File: src/rtl/xfer_pkg.sv
`timescale 1ns/1ps
package xfer_pkg;
  localparam int DESC_WORDS   = 6;
  localparam int WORD_BYTES   = 4;
  localparam int MODE_SRC_LO  = 2;
  localparam int MODE_DST_LO  = 4;
  localparam int MODE_IRQ_ANY = 6;
  localparam int MODE_CHAIN   = 7;

  typedef enum logic [1:0] {
    SZ_BYTE = 2'd0,
    SZ_WORD = 2'd1,
    SZ_LONG = 2'd2
  } size_e;

  typedef enum logic [2:0] {
    BUS_NONE, BUS_VEC, BUS_DRD, BUS_SRC, BUS_DST, BUS_DWB
  } bus_sel_e;

  typedef enum logic [2:0] {
    ST_IDLE, ST_VEC, ST_DRD, ST_SRC, ST_DST, ST_DWB, ST_FIN
  } xfer_state_e;

  typedef struct packed {
    logic     start;
    logic     vecLoad;
    logic     descLoad;
    logic     dataLoad;
    logic     stepDesc;
    logic     nextDesc;
    bus_sel_e busSel;
    logic [2:0] idx;
  } ctl_strobe_t;
endpackage

File: src/rtl/xfer_addr_step.sv
`timescale 1ns/1ps
module xfer_addr_step #(
  parameter int W = 32
) (
  input  logic [W-1:0] cur,
  input  logic [1:0]   mode,
  input  logic [2:0]   nBytes,
  output logic [W-1:0] nxt
);
  always_comb begin
    case (mode)
      2'd1:    nxt = cur + W'(nBytes);
      2'd2:    nxt = cur - W'(nBytes);
      default: nxt = cur;
    endcase
  end
endmodule

File: src/rtl/xfer_datapath.sv
`timescale 1ns/1ps
module xfer_datapath import xfer_pkg::*; #(
  parameter int DATA_W = 32,
  parameter int SRC_W  = 3
) (
  input  logic              clk,
  input  logic              rstN,
  input  ctl_strobe_t       ctl,
  input  logic [SRC_W-1:0]  srcIdx,
  input  logic [DATA_W-1:0] tableBase,
  input  logic [DATA_W-1:0] memRdata,
  output logic [DATA_W-1:0] memAddr,
  output logic [DATA_W-1:0] memWdata,
  output logic [1:0]        memSize,
  output logic              memWe,
  output logic              chainBit,
  output logic              irqHit
);
  localparam int DESC_BYTES = DESC_WORDS * WORD_BYTES;

  logic [DATA_W-1:0] descAddr, modeR, cntR, srcR, dstR, cntBR, auxR, dataR;
  logic              irqSticky;
  logic [1:0]        sizeCode;
  logic [2:0]        nBytes;
  logic [DATA_W-1:0] sizeMask;
  logic [DATA_W-1:0] countNext;
  logic              hitNow;
  logic [DATA_W-1:0] idxOff;
  logic [DATA_W-1:0] wbWord;

  logic [DATA_W-1:0] stepIn  [2];
  logic [DATA_W-1:0] stepOut [2];
  logic [1:0]        stepMode[2];

  // size decode: code 3 is treated as longword
  always_comb begin
    sizeCode = (modeR[1:0] == 2'd3) ? SZ_LONG : modeR[1:0];
    case (sizeCode)
      SZ_BYTE: begin nBytes = 3'd1; sizeMask = DATA_W'(32'h0000_00FF); end
      SZ_WORD: begin nBytes = 3'd2; sizeMask = DATA_W'(32'h0000_FFFF); end
      default: begin nBytes = 3'd4; sizeMask = '1; end
    endcase
  end

  assign stepIn[0]   = srcR;
  assign stepIn[1]   = dstR;
  assign stepMode[0] = modeR[MODE_SRC_LO +: 2];
  assign stepMode[1] = modeR[MODE_DST_LO +: 2];

  for (genvar g = 0; g < 2; g++) begin : g_step
    xfer_addr_step #(.W(DATA_W)) u_step (
      .cur   (stepIn[g]),
      .mode  (stepMode[g]),
      .nBytes(nBytes),
      .nxt   (stepOut[g])
    );
  end

  assign countNext = cntR - DATA_W'(1);
  assign hitNow    = (countNext == '0) || modeR[MODE_IRQ_ANY];
  assign idxOff    = DATA_W'(ctl.idx) << 2;
  assign chainBit  = modeR[MODE_CHAIN];
  assign irqHit    = irqSticky;

  always_comb begin
    case (ctl.idx)
      3'd0:    wbWord = modeR;
      3'd1:    wbWord = cntR;
      3'd2:    wbWord = srcR;
      3'd3:    wbWord = dstR;
      3'd4:    wbWord = cntBR;
      default: wbWord = auxR;
    endcase
  end

  always_ff @(posedge clk) begin
    if (!rstN) begin
      descAddr  <= '0;
      modeR     <= '0;
      cntR      <= '0;
      srcR      <= '0;
      dstR      <= '0;
      cntBR     <= '0;
      auxR      <= '0;
      dataR     <= '0;
      irqSticky <= 1'b0;
    end else begin
      if (ctl.start)   irqSticky <= 1'b0;
      if (ctl.vecLoad) descAddr  <= tableBase + memRdata;
      if (ctl.descLoad) begin
        case (ctl.idx)
          3'd0:    modeR <= memRdata;
          3'd1:    cntR  <= memRdata;
          3'd2:    srcR  <= memRdata;
          3'd3:    dstR  <= memRdata;
          3'd4:    cntBR <= memRdata;
          default: auxR  <= memRdata;
        endcase
      end
      if (ctl.dataLoad) dataR <= memRdata & sizeMask;
      if (ctl.stepDesc) begin
        cntR <= countNext;
        srcR <= stepOut[0];
        dstR <= stepOut[1];
        if (hitNow) irqSticky <= 1'b1;
      end
      if (ctl.nextDesc) descAddr <= descAddr + DATA_W'(DESC_BYTES);
    end
  end

  always_comb begin
    memAddr  = '0;
    memWdata = '0;
    memSize  = SZ_LONG;
    memWe    = 1'b0;
    case (ctl.busSel)
      BUS_VEC: memAddr = tableBase + (DATA_W'(srcIdx) << 2);
      BUS_DRD: memAddr = descAddr + idxOff;
      BUS_SRC: begin memAddr = srcR; memSize = sizeCode; end
      BUS_DST: begin
        memAddr  = dstR;
        memSize  = sizeCode;
        memWe    = 1'b1;
        memWdata = dataR;
      end
      BUS_DWB: begin
        memAddr  = descAddr + idxOff;
        memWe    = 1'b1;
        memWdata = wbWord;
      end
      default: memSize = SZ_BYTE;
    endcase
  end
endmodule

File: src/rtl/xfer_ctrl.sv
`timescale 1ns/1ps
module xfer_ctrl import xfer_pkg::*; #(
  parameter int NUM_SRC = 8,
  parameter int SRC_W   = 3
) (
  input  logic               clk,
  input  logic               rstN,
  input  logic [NUM_SRC-1:0] srcReq,
  input  logic               enWr,
  input  logic [NUM_SRC-1:0] enWrData,
  input  logic               memReady,
  input  logic               chainBit,
  input  logic               irqHit,
  output ctl_strobe_t        ctl,
  output logic [SRC_W-1:0]   srcIdx,
  output logic [NUM_SRC-1:0] srcClr,
  output logic [NUM_SRC-1:0] enReg,
  output logic               memValid,
  output logic               busy
);
  localparam logic [2:0] LAST_IDX = 3'(DESC_WORDS - 1);

  xfer_state_e       state;
  logic [2:0]        idx;
  logic [NUM_SRC-1:0] pending;
  logic [SRC_W-1:0]  win;
  logic              anyPend;
  logic              acc;

  // fixed priority: lowest index wins
  assign pending = srcReq & enReg;
  assign anyPend = |pending;
  always_comb begin
    win = '0;
    for (int i = NUM_SRC - 1; i >= 0; i--) begin
      if (pending[i]) win = SRC_W'(i);
    end
  end

  assign memValid = (state == ST_VEC) || (state == ST_DRD) || (state == ST_SRC) ||
                    (state == ST_DST) || (state == ST_DWB);
  assign acc  = memValid && memReady;
  assign busy = (state != ST_IDLE);

  always_comb begin
    ctl          = '0;
    ctl.idx      = idx;
    ctl.start    = (state == ST_IDLE) && anyPend;
    ctl.vecLoad  = (state == ST_VEC) && acc;
    ctl.descLoad = (state == ST_DRD) && acc;
    ctl.dataLoad = (state == ST_SRC) && acc;
    ctl.stepDesc = (state == ST_DST) && acc;
    ctl.nextDesc = (state == ST_DWB) && acc && (idx == LAST_IDX) && chainBit;
    case (state)
      ST_VEC:  ctl.busSel = BUS_VEC;
      ST_DRD:  ctl.busSel = BUS_DRD;
      ST_SRC:  ctl.busSel = BUS_SRC;
      ST_DST:  ctl.busSel = BUS_DST;
      ST_DWB:  ctl.busSel = BUS_DWB;
      default: ctl.busSel = BUS_NONE;
    endcase
  end

  assign srcClr = ((state == ST_FIN) && !irqHit) ? (NUM_SRC'(1) << srcIdx) : '0;

  always_ff @(posedge clk) begin
    if (!rstN) begin
      state  <= ST_IDLE;
      idx    <= '0;
      srcIdx <= '0;
      enReg  <= '0;
    end else begin
      if (enWr) enReg <= enWrData;
      // engine clear takes precedence over a simultaneous load
      if ((state == ST_FIN) && irqHit) enReg[srcIdx] <= 1'b0;
      case (state)
        ST_IDLE: if (anyPend) begin
          srcIdx <= win;
          state  <= ST_VEC;
        end
        ST_VEC: if (acc) begin
          idx   <= '0;
          state <= ST_DRD;
        end
        ST_DRD: if (acc) begin
          if (idx == LAST_IDX) state <= ST_SRC;
          else                 idx   <= idx + 3'd1;
        end
        ST_SRC: if (acc) state <= ST_DST;
        ST_DST: if (acc) begin
          idx   <= '0;
          state <= ST_DWB;
        end
        ST_DWB: if (acc) begin
          if (idx == LAST_IDX) begin
            idx   <= '0;
            state <= chainBit ? ST_DRD : ST_FIN;
          end else begin
            idx <= idx + 3'd1;
          end
        end
        default: state <= ST_IDLE;
      endcase
    end
  end
endmodule

File: src/rtl/irq_xfer_engine.sv
`timescale 1ns/1ps
module irq_xfer_engine import xfer_pkg::*; #(
  parameter int NUM_SRC = 8,
  parameter int DATA_W  = 32
) (
  input  logic               clk,
  input  logic               rstN,
  input  logic [NUM_SRC-1:0] srcReq,
  input  logic               enWr,
  input  logic [NUM_SRC-1:0] enWrData,
  input  logic [DATA_W-1:0]  tableBase,
  output logic [NUM_SRC-1:0] cpuIrq,
  output logic [NUM_SRC-1:0] srcClr,
  output logic               busy,
  output logic               memValid,
  output logic               memWe,
  output logic [1:0]         memSize,
  output logic [DATA_W-1:0]  memAddr,
  output logic [DATA_W-1:0]  memWdata,
  input  logic               memReady,
  input  logic [DATA_W-1:0]  memRdata
);
  localparam int SRC_W = (NUM_SRC > 1) ? $clog2(NUM_SRC) : 1;

  ctl_strobe_t        ctl;
  logic [SRC_W-1:0]   srcIdx;
  logic [NUM_SRC-1:0] enReg;
  logic               chainBit;
  logic               irqHit;

  xfer_ctrl #(.NUM_SRC(NUM_SRC), .SRC_W(SRC_W)) u_ctrl (
    .clk     (clk),
    .rstN    (rstN),
    .srcReq  (srcReq),
    .enWr    (enWr),
    .enWrData(enWrData),
    .memReady(memReady),
    .chainBit(chainBit),
    .irqHit  (irqHit),
    .ctl     (ctl),
    .srcIdx  (srcIdx),
    .srcClr  (srcClr),
    .enReg   (enReg),
    .memValid(memValid),
    .busy    (busy)
  );

  xfer_datapath #(.DATA_W(DATA_W), .SRC_W(SRC_W)) u_dp (
    .clk      (clk),
    .rstN     (rstN),
    .ctl      (ctl),
    .srcIdx   (srcIdx),
    .tableBase(tableBase),
    .memRdata (memRdata),
    .memAddr  (memAddr),
    .memWdata (memWdata),
    .memSize  (memSize),
    .memWe    (memWe),
    .chainBit (chainBit),
    .irqHit   (irqHit)
  );

  assign cpuIrq = srcReq & ~enReg;
endmodule

File: config.mk
export PLATFORM = sky130hd
export DESIGN_NAME = irq_xfer_engine
export DESIGN_NICKNAME = d
export VERILOG_FILES = /design/src/rtl/xfer_pkg.sv /design/src/rtl/xfer_addr_step.sv /design/src/rtl/xfer_datapath.sv /design/src/rtl/xfer_ctrl.sv /design/src/rtl/irq_xfer_engine.sv
export SDC_FILE = /design/constraint.sdc
export NUM_CORES = 1
export LEC_CHECK = 0
export BUFFER_PORTS_ARGS = -buffer_cell sky130_fd_sc_hd__buf_2
export CAP_MARGIN = 5
export CORE_MARGIN = 8
export CORE_UTILIZATION = 40
export DETAILED_ROUTE_END_ITERATION = 8
export GPL_TIMING_DRIVEN = 0
export PLACE_DENSITY = 0.6
export SLEW_MARGIN = 20
export SYNTH_ARGS = -nofsm -noshare
export SYNTH_HDL_FRONTEND = slang
export SYNTH_HIERARCHICAL = 1
export SYNTH_SLANG_ARGS = --single-unit
File: constraint.sdc
create_clock -name clk -period 4.8 [get_ports clk]
set_input_delay 0.48 -clock clk [delete_from_list [all_inputs] [get_ports clk]]
set_output_delay 0.48 -clock clk [all_outputs]
set_load 0.01 [all_outputs]
# Word level (Yosys, flattened, before mapping)
# Cells that the tools add are included.
# word_totals
output_inout_bits,85
register_bits,274
# classes
n_addsub,10
magnitude_cmp,2
n_eq_ne,34
n_bitwise,7
reduce_logical,45
muxes,55
shifts,1
# op_table
op,n
32-bit 2-to-1 mux,11
32-bit case mux with 2 select lines,4
32-bit case mux with 5 select lines,1
32-bit case mux with 4 select lines,1
3-bit 2-to-1 mux,22
32-bit by 3-bit adder with 32-bit output,2
32-bit by 5-bit adder with 32-bit output,2
32-bit by 3-bit subtractor with 32-bit output,2
32-bit adder,1
"32-bit by 5-bit adder with 32-bit output, second input constant",1
32-bit bitwise AND,1
32-bit logical NOT,1
8-bit 2-to-1 mux,4
"32-bit by 1-bit subtractor with 32-bit output, second input constant",1
8-bit bitwise AND,3
"3-bit == test, second input constant",7
"3-bit by 2-bit == test with 1-bit output, second input constant",6
3-bit case mux with 6 select lines,1
8-bit inverter,2
3-bit case mux with 5 select lines,1
"2-bit by 1-bit != test with 1-bit output, second input constant",7
1-bit logical AND,12
2-bit AND reduction,5
2-bit nonzero test,5
28 further kinds,51

# Logic depth before layout (Yosys ltp)
# Gate-level depths: netlist of the first run.
# logic_depth
word_depth,10
ltp_mapped,19
depth_no_buf,17

# Modules after synthesis
# Netlist of the first run, hierarchy kept.
# by_module_without_submodules
module,seq_area_each_um2,instances,cells_each,area_each_um2
xfer_datapath,5144.9,1,2329,17000.1
xfer_addr_step at u_dp.g_step[0].u_step,0.0,1,329,2290.9
xfer_addr_step at u_dp.g_step[1].u_step,0.0,1,342,2232.1
xfer_ctrl,340.3,1,151,1194.9
irq_xfer_engine,0.0,1,8,110.1

# Worst setup path after synthesis of the first run
# OpenSTA, ideal clock, no wires.
# synth_path
path_kind,register -> register
startpoint,register u_dp.modeR[1]
endpoint,register u_dp.dstR[31]
arrival_ns,4.140
setup_slack_ns,0.533
path_stages_with_launch,18
period_less_slack_ns,4.267
n_path_buf,1
path_cell_list,dfxtp_1 > or2_2 > clkbuf_1 > inv_1 > inv_1 > ha_1 > ha_1 > or2_2 > ha_1 > a21o_1 > o311ai_1 > a41oi_1 > o41a_1 > o211ai_1 > mux2_2 > a221o_1 > a21oi_1 > nor2_1
# synth_rtl
element,line,rtl
from (decl),xfer_datapath.sv:21,"logic [DATA_W-1:0] descAddr, modeR, cntR, srcR, dstR, cntBR, auxR, dataR;"
from (signal assigned),xfer_datapath.sv:92,3'd0: modeR <= memRdata;
to (signal assigned),xfer_datapath.sv:95,3'd3: dstR <= memRdata;
to (signal assigned),xfer_datapath.sv:104,dstR <= stepOut[1];
to (decl),xfer_datapath.sv:21,

==> results of run 1 <==
## worst reg2reg max path: cells and delay by family, from the launching register on
| kind | cells | cell delay, ps |
|---|---|---|
| AOI/OAI and AO/OA | 6 | 1380 |
| muxes | 1 | 360 |
| adders and majority gates | 1 | 410 |
| buffers and inverters | 3 | 620 |
| DFF | 1 | 430 |
| and+or+nand+nor | 6 | 1350 |
## flip-flops by register name, summed over array words and instances (netlist names), 3 cells and up
| register | cells |
|---|---|
| u_dp/dataR | 32 |
| u_dp/cntBR | 32 |
| u_dp/dstR | 32 |
| u_dp/auxR | 32 |
| u_dp/cntR | 32 |
| u_dp/modeR | 32 |
| u_ctrl/enReg | 8 |
| u_dp/srcR | 32 |
| u_dp/descAddr | 32 |
| u_ctrl/srcIdx | 3 |
| u_ctrl/state | 3 |
| u_ctrl/idx | 3 |
## repair_timing
item                       in CTS  in global routing
pin swaps                       0                  1
buffers inserted                2                  2
cloned                          1                  0
gates resized for setup         9                  4
hold buffers                    0                  0
setup endpoints to repair      18                  4
## path summary, 6_finish.rpt
kind                                                     to  depth (start not counted)                    startpoint
worst max register to register   u_dp/dstR[31]$_SDFFE_PN0P_                         17    u_dp/modeR[1]$_SDFFE_PN0P_
worst max-delay path                           memWdata[30]                         11  u_ctrl/state[1]$_SDFFE_PN0P_
worst min-delay path             u_ctrl/idx[1]$_SDFFE_PN0P_                          2                      memReady
worst min register to register  u_dp/cntBR[24]$_SDFFE_PN0P_                          2   u_dp/cntBR[24]$_SDFFE_PN0P_
## metrics by stage
| stage | setup TNS (ps) | utilization | cell area, um2 | worst slack, ps |
|---|---|---|---|---|
| final | 0 | 0.4584 | 25850 | 92.70 |
| after global routing | 0 | 0.4584 | 25850 | 12.07 |
| after CTS | 0 | 0.4576 | 25800 | 70.41 |
| after detailed placement | -4910 | 0.4365 | 24610 | -830.2 |
| after global placement | -5139 | 0.4364 | 24600 | -825.5 |
| after floorplan | 0 | - | 22830 | 532.5 |
## power groups by stage
stage / logic, mW / clock network [mW] / registers (mW)
finish: 4.55 / 2.69 / 2.65
global route: 4.83 / 2.80 / 2.66
CTS: 4.40 / 2.70 / 2.64
detailed placement: 4.36 / 0 / 2.69
global placement: 4.36 / 0 / 2.69
floorplan: 3.00 / 0 / 2.60
## per-layer routing
layer  GRT usage  wire length [um]  share of wire  vias up
met1      0.4255             43180           0.41    12106
li1            -                 -              -    11817
met4      0.1713              6474          0.061        8
met2      0.4548             44240           0.42     1468
met3     0.06081             11770           0.11      275
met5           0                48        0.00045        -
## Yosys cell counts (10+ instances only)
cell type  number  area share
o22ai_1        15      0.0041
mux2_2         23       0.011
nor4_1         13      0.0036
nor2_1        343       0.056
a31oi_1        18      0.0049
a211oi_1       71       0.023
nor3_1         46       0.010
a21oi_1       438       0.096
a221oi_1       22      0.0084
buf_2          24      0.0053
o21ai_1        10      0.0022
buf_1          18      0.0030
a221o_1        10      0.0044
nand2_1       430       0.071
o21bai_1       16      0.0053
o221ai_1       10      0.0038
or2_2          14      0.0038
o211ai_1       25      0.0082
o31ai_1        11      0.0036
nand3_1       104       0.023
o21ai_0       169       0.037
and2_1         19      0.0052
a22oi_1        16      0.0053
o21a_1         18      0.0059
and3_1         30      0.0082
dfxtp_1       274        0.24
a311oi_1       32       0.012
nor2b_1        33      0.0090
xor2_1         53       0.020
or3_1          18      0.0049
inv_1          55      0.0090
mux2i_1       111       0.049
nand4_1        27      0.0074
xnor2_1        78       0.030
nand2b_1       43       0.012
clkbuf_1      166       0.027
a21o_1         50       0.016
ha_1          121       0.066
## cell families (layout without fill, tap and decap cells)
group / Yosys count / in the layout / synth area share
buffers and inverters: 280 / 511 / 0.04993
multiplexers: 134 / 134 / 0.06002
flip-flops: 274 / 274 / 0.2403
adder cells (fa/ha/maj): 126 / 126 / 0.07070
XOR/XNOR: 131 / 131 / 0.05026
AO/OA/AOI/OAI: 1024 / 1024 / 0.2822
AND/OR/NAND/NOR: 1190 / 1190 / 0.2466
## layout make-up
type	count	area share
clock inverters	15	0.006486
repair inverters	1	0.0002904
well taps	756	0.03659
plain buffers	218	0.03514
multi-input cells	2605	0.6288
repair buffers	171	0.03374
inverters	61	0.009003
flip-flops and latches	274	0.2123
clock buffers	45	0.03766
## cell usage in the layout, fill, tap and decap left out, types with 12 or more instances in the layout
master / instances
xor2_1: 53
nand2b_1: 43
or3_1: 18
a211oi_1: 70
o21bai_1: 16
o21a_1: 18
mux2_2: 23
nand2_1: 430
nor2_1: 343
nor3_1: 45
nand4_1: 27
o22ai_1: 15
a21o_1: 50
a21oi_1: 437
nor2b_1: 32
clkbuf_16: 35
inv_1: 53
a31oi_1: 18
and3_1: 30
a311oi_1: 32
dfxtp_1: 273
and2_1: 19
ha_1: 121
a221oi_1: 22
nor4_1: 13
a22oi_1: 16
or2_2: 12
buf_1: 18
o21ai_0: 169
nand3_1: 104
buf_2: 190
o211ai_1: 25
xnor2_1: 78
clkbuf_1: 168
mux2i_1: 111
==> qor.txt, run 1 <==
Initial Util: 0.4049
Antenna Nets Post-Route: 0
CTS root buffer: clkbuf_16
Max-slew headroom: 0.2039
CP delay by family, top: buffers and inverters
Initial antenna violation count: 4
Worst Path Buf+Inv: 6
Placed instance count: 4,081
CP startpoint kind: register
CTS tree: done
DR WL/cell: 25.50 um
Drt total wl: 105,700 um
Worst-margin pin slew: 1194 ps
RePlAce Congestion: 1.035
Multi-input gate area: 16,250 um2
Largest net degree at the start of global routing: 20
Crit Path Category: reg -> out
Pleak: 10.01 nW
CTS H-Tree Depth: 2
# rows: 87
Drc violations: 0
First-pass GRT wire length: 152,500 um
Chip height: 254.9 um
Slew Viols, Final: 0
Max clock buf depth: 3
Crit path required time: 4320 ps
CTS buffer count: 35
First DRT Iteration DRCs: 3,694
Fraction of registers with async set/reset: 0
N_diodes: 0
Logic pwr share: 0.460
Worst skew pair latency: 570 ps
RSZ-0062 raised after global routing: no
Status: finished clean
CP peak stage delay: 500 ps
Post-Syn Area: 22,830 um2
Clk network pwr share: 0.272
Number of synthesized flops with an enable pin: 0
Total number of vias: 25,674
Non-Filler Instances: 4,146
Via count of the first global-routing pass: 23,093
CP max-delay cell: clkbuf_1
Clock slew at reported path FFs: 60 ps
Tot GR Track Use: 0.3109
Core footprint: 56,390 um2
Clk sinks: 274
Total power: 9.888 mW
Max FO, Critical Path: 10
Hold Path Class: in -> reg
Switching share of power: 0.4491
Synthesized flop and latch total: 274
Clk_skew: 30.19 ps
Switching pwr: 4.441 mW
Synth Instances: 3,159
Layout area overhead: 13.23%
Die width: 254.9 um
Io pins: 169
Fraction of layout cells with a size suffix above 1: 0.1109
Die area: 64,970 um2
Sequential cell area: 5487 um2
Post-synthesis average cell area: 7.226 um2
Power Dens Cells: 382.5 nW/um2
Seq pwr share: 0.268
Worst hold slack: 267.6 ps
MaxCap Viol Count: 0
Internal: 5.447 mW
Final net count: 3,577
Post-synthesis sequential area ratio: 0.2403
Yosys cell types: 109
Fmax: 212.4 MHz
Worst vdd ir: 214.2 uV
Final Hold Fails: 0
Ys Warns: 6
Cell Chain, Critical Path: buf_2 -> inv_1 -> ha_1 -> a21oi_1 -> o21a_1 -> clkbuf_2 -> clkbuf_1 -> clkbuf_1 -> o21ai_0 -> a31oi_1 -> buf_2
Fin crit share: 0.9807
# fillers: 5,882
Gr ovfl total: 0
Syn_nets: 3,369
Crit. End Element: output pin
Via/cell ratio: 6.192
Period minus WS final: 4707 ps
PortBufs: 166
Arrival time at the worst endpoint: 4230 ps
Reg2Reg Setup Slack: 140 ps
Main synth FF type: dfxtp_1
Router iterations before antenna repair: 6
HPWL after DPL: 80,350 um
Setup violators final: 0
Note: power is estimated with default switching activity, not from simulation.
==> run 2, diff against run 1 <==
--- a/config.mk
+++ b/config.mk
@@ -12,6 +12,7 @@
 export DETAILED_ROUTE_END_ITERATION = 8
 export GPL_TIMING_DRIVEN = 0
 export PLACE_DENSITY = 0.6
+export RECOVER_POWER = 50
 export SLEW_MARGIN = 20
 export SYNTH_ARGS = -nofsm -noshare
 export SYNTH_HDL_FRONTEND = slang
==> run 2 against run 1 <==
Sequential share of layout area about the same. Clock-buffer cell count unchanged. Non-clock buffer count unchanged. Fmax up 0.29%. Cell area down 0.22%. Critical path depth unchanged. Clock skew about the same. Clock power about the same.
==> qor.txt, run 2 (synthesis results as in run 1) <==
Crit Path Category: reg -> out
PnR worst setup slack: 106.4 ps (+13.72 ps)
Placed instance count: 4,081 (unchanged)
Slew Viols, Final: 0 (unchanged)
Sum Neg Setup Slack: 0 ps (unchanged)
Initial antenna violation count: 4 (unchanged)
Total number of vias: 25,748 (+0.29%)
Tot GR Track Use: 0.3109 (unchanged)
DR WL/cell: 25.47 um (-0.11%)
First DRT Iteration DRCs: 3,541 (-4.1%)
# rows: 87 (unchanged)
Total power: 9.863 mW (-0.25%)
Clock slew at reported path FFs: 60 ps (about the same)
RSZ-0062 raised after global routing: no
Cell Chain, Critical Path: buf_2 -> inv_1 -> ha_1 -> a21oi_1 -> o21a_1 -> clkbuf_2 -> clkbuf_1 -> clkbuf_1 -> o21ai_0 -> a31oi_1 -> buf_2
Clk sinks: 274 (unchanged)
Power Dens Cells: 382.4 nW/um2 (about the same)
Worst skew pair latency: 570 ps (about the same)
HPWL after DPL: 80,350 um (unchanged)
Chip height: 254.9 um (unchanged)
CTS tree: done
CP max-delay cell: clkbuf_1
Largest net degree at the start of global routing: 20 (unchanged)
Max FO, Critical Path: 10 (unchanged)
Max-slew headroom: 0.08781 (-0.1161)
Core footprint: 56,390 um2 (unchanged)
CTS buffer count: 35 (unchanged)
Gr ovfl total: 0 (unchanged)
Arrival time at the worst endpoint: 4210 ps (-20 ps)
CTS Hold Bufs: 0 (unchanged)
Commonest non-fill, non-tap cells in the layout: a21oi_1 (437), nand2_1 (430), nor2_1 (343), dfxtp_1 (273), clkbuf_1 (194)
First-pass GRT wire length: 152,500 um (unchanged)
Fraction of layout cells with a size suffix above 1: 0.1035 (-0.007375)
Drt total wl: 105,600 um (about the same)
Final Hold Fails: 0 (unchanged)
Io pins: 169 (unchanged)
Final net count: 3,577 (unchanged)
MaxCap Viol Count: 0 (unchanged)
Antenna Nets Post-Route: 0 (unchanged)
Hold Path Class: in -> reg
Worst-margin pin slew: 1358 ps (+163.7 ps)
Most common cell after layout, fill and taps aside: a21oi_1
Crit path required time: 4320 ps (about the same)
Non-Filler Instances: 4,147 (+0.024%)
Router iterations before antenna repair: 6 (unchanged)
Via count of the first global-routing pass: 23,093 (unchanged)
Worst vdd ir: 213.3 uV (-0.44%)
Via/cell ratio: 6.209 (+0.26%)
PortBufs: 166 (unchanged)
Status: finished clean
Pleak: 9.920 nW (-0.87%)
Die width: 254.9 um (unchanged)
CP startpoint kind: register
Fmax: 213.1 MHz (+0.29%)
Initial Util: 0.4049 (unchanged)
Crit. End Element: output pin
Max clock buf depth: 3 (unchanged)
Die area: 64,970 um2 (unchanged)
Place WS: -830.2 ps (unchanged)
RePlAce Congestion: 1.035 (unchanged)
Drc violations: 0 (unchanged)
CTS root buffer: clkbuf_16
Setup violators final: 0 (unchanged)
Clk_skew: 30.67 ps (+0.4842 ps)
Fin crit share: 0.9778 (-0.002858)
CP peak stage delay: 490 ps (about the same)
Layout area overhead: 12.98%
Period minus WS final: 4694 ps (-13.72 ps)
CTS H-Tree Depth: 2 (unchanged)
## run 2: report_power, final
group / leakage [nW] / total, mW / internal, mW / switching (mW)
combinational: 7.14 / 4.52 / 1.45 / 3.07
sequential: 2.21 / 2.65 / 2.43 / 0.226
clock: 0.566 / 2.69 / 1.55 / 1.14
## run 2: routing by layer
| layer | vias to the layer above | routed length, um | global-route usage |
|---|---|---|---|
| met3 | 261 | 11700 | 0.06081 |
| met2 | 1564 | 44340 | 0.4548 |
| li1 | 11816 | - | - |
| met4 | 6 | 6260 | 0.1713 |
| met5 | - | 38 | 0 |
| met1 | 12101 | 43280 | 0.4255 |
## run 2: final cells by class
cell class	instances	area (um2)
clock buffer	45	973.4
fill	5898	30600
timing repair inverter	1	7.507
multi-input combinational	2605	16220
inverter	61	232.7
antenna	1	2.502
buffer	218	907.1
timing repair buffer	171	848.3
clock inverter	15	167.7
tap	756	945.9
sequential	274	5487
## run 2: per-stage QoR
stage	utilization	area (um2)	hold WS (ps)
after global routing	0.4574	25790	287.6
final	0.4574	25790	264.9
after detailed placement	0.4365	24610	446.1
after global placement	0.4364	24600	441.5
after CTS	0.4576	25800	253.9
after floorplan	-	22830	435.7
## run 2: worst max-delay path, delay by kind of cell (launching register included)
kind	cells	cell delay, ps
buffers and inverters	6	1780
flip-flops	1	360
AO/OA/AOI/OAI	4	1160
adder cells (fa/ha/maj)	1	310
## run 2: repair_timing
action	4_1_cts	5_1_grt
buffers inserted	2	2
pin swaps	0	1
hold endpoints to repair	0	0
endpoints found under the setup margin	18	4
gates cloned	1	0
resized for setup	9	4
## run 2: worst paths after layout
| kind | end | from | slack [ps] | depth (start not counted) |
|---|---|---|---|---|
| worst max register to register | u_dp/dstR[31]$_SDFFE_PN0P_ | u_dp/modeR[1]$_SDFFE_PN0P_ | 120 | 17 |
| worst min-delay path | u_ctrl/idx[1]$_SDFFE_PN0P_ | memReady | 260 | 2 |
| worst max-delay path | memWdata[30] | u_ctrl/state[1]$_SDFFE_PN0P_ | 110 | 11 |
| worst min register to register | u_dp/cntBR[22]$_SDFFE_PN0P_ | u_dp/cntBR[22]$_SDFFE_PN0P_ | 460 | 2 |
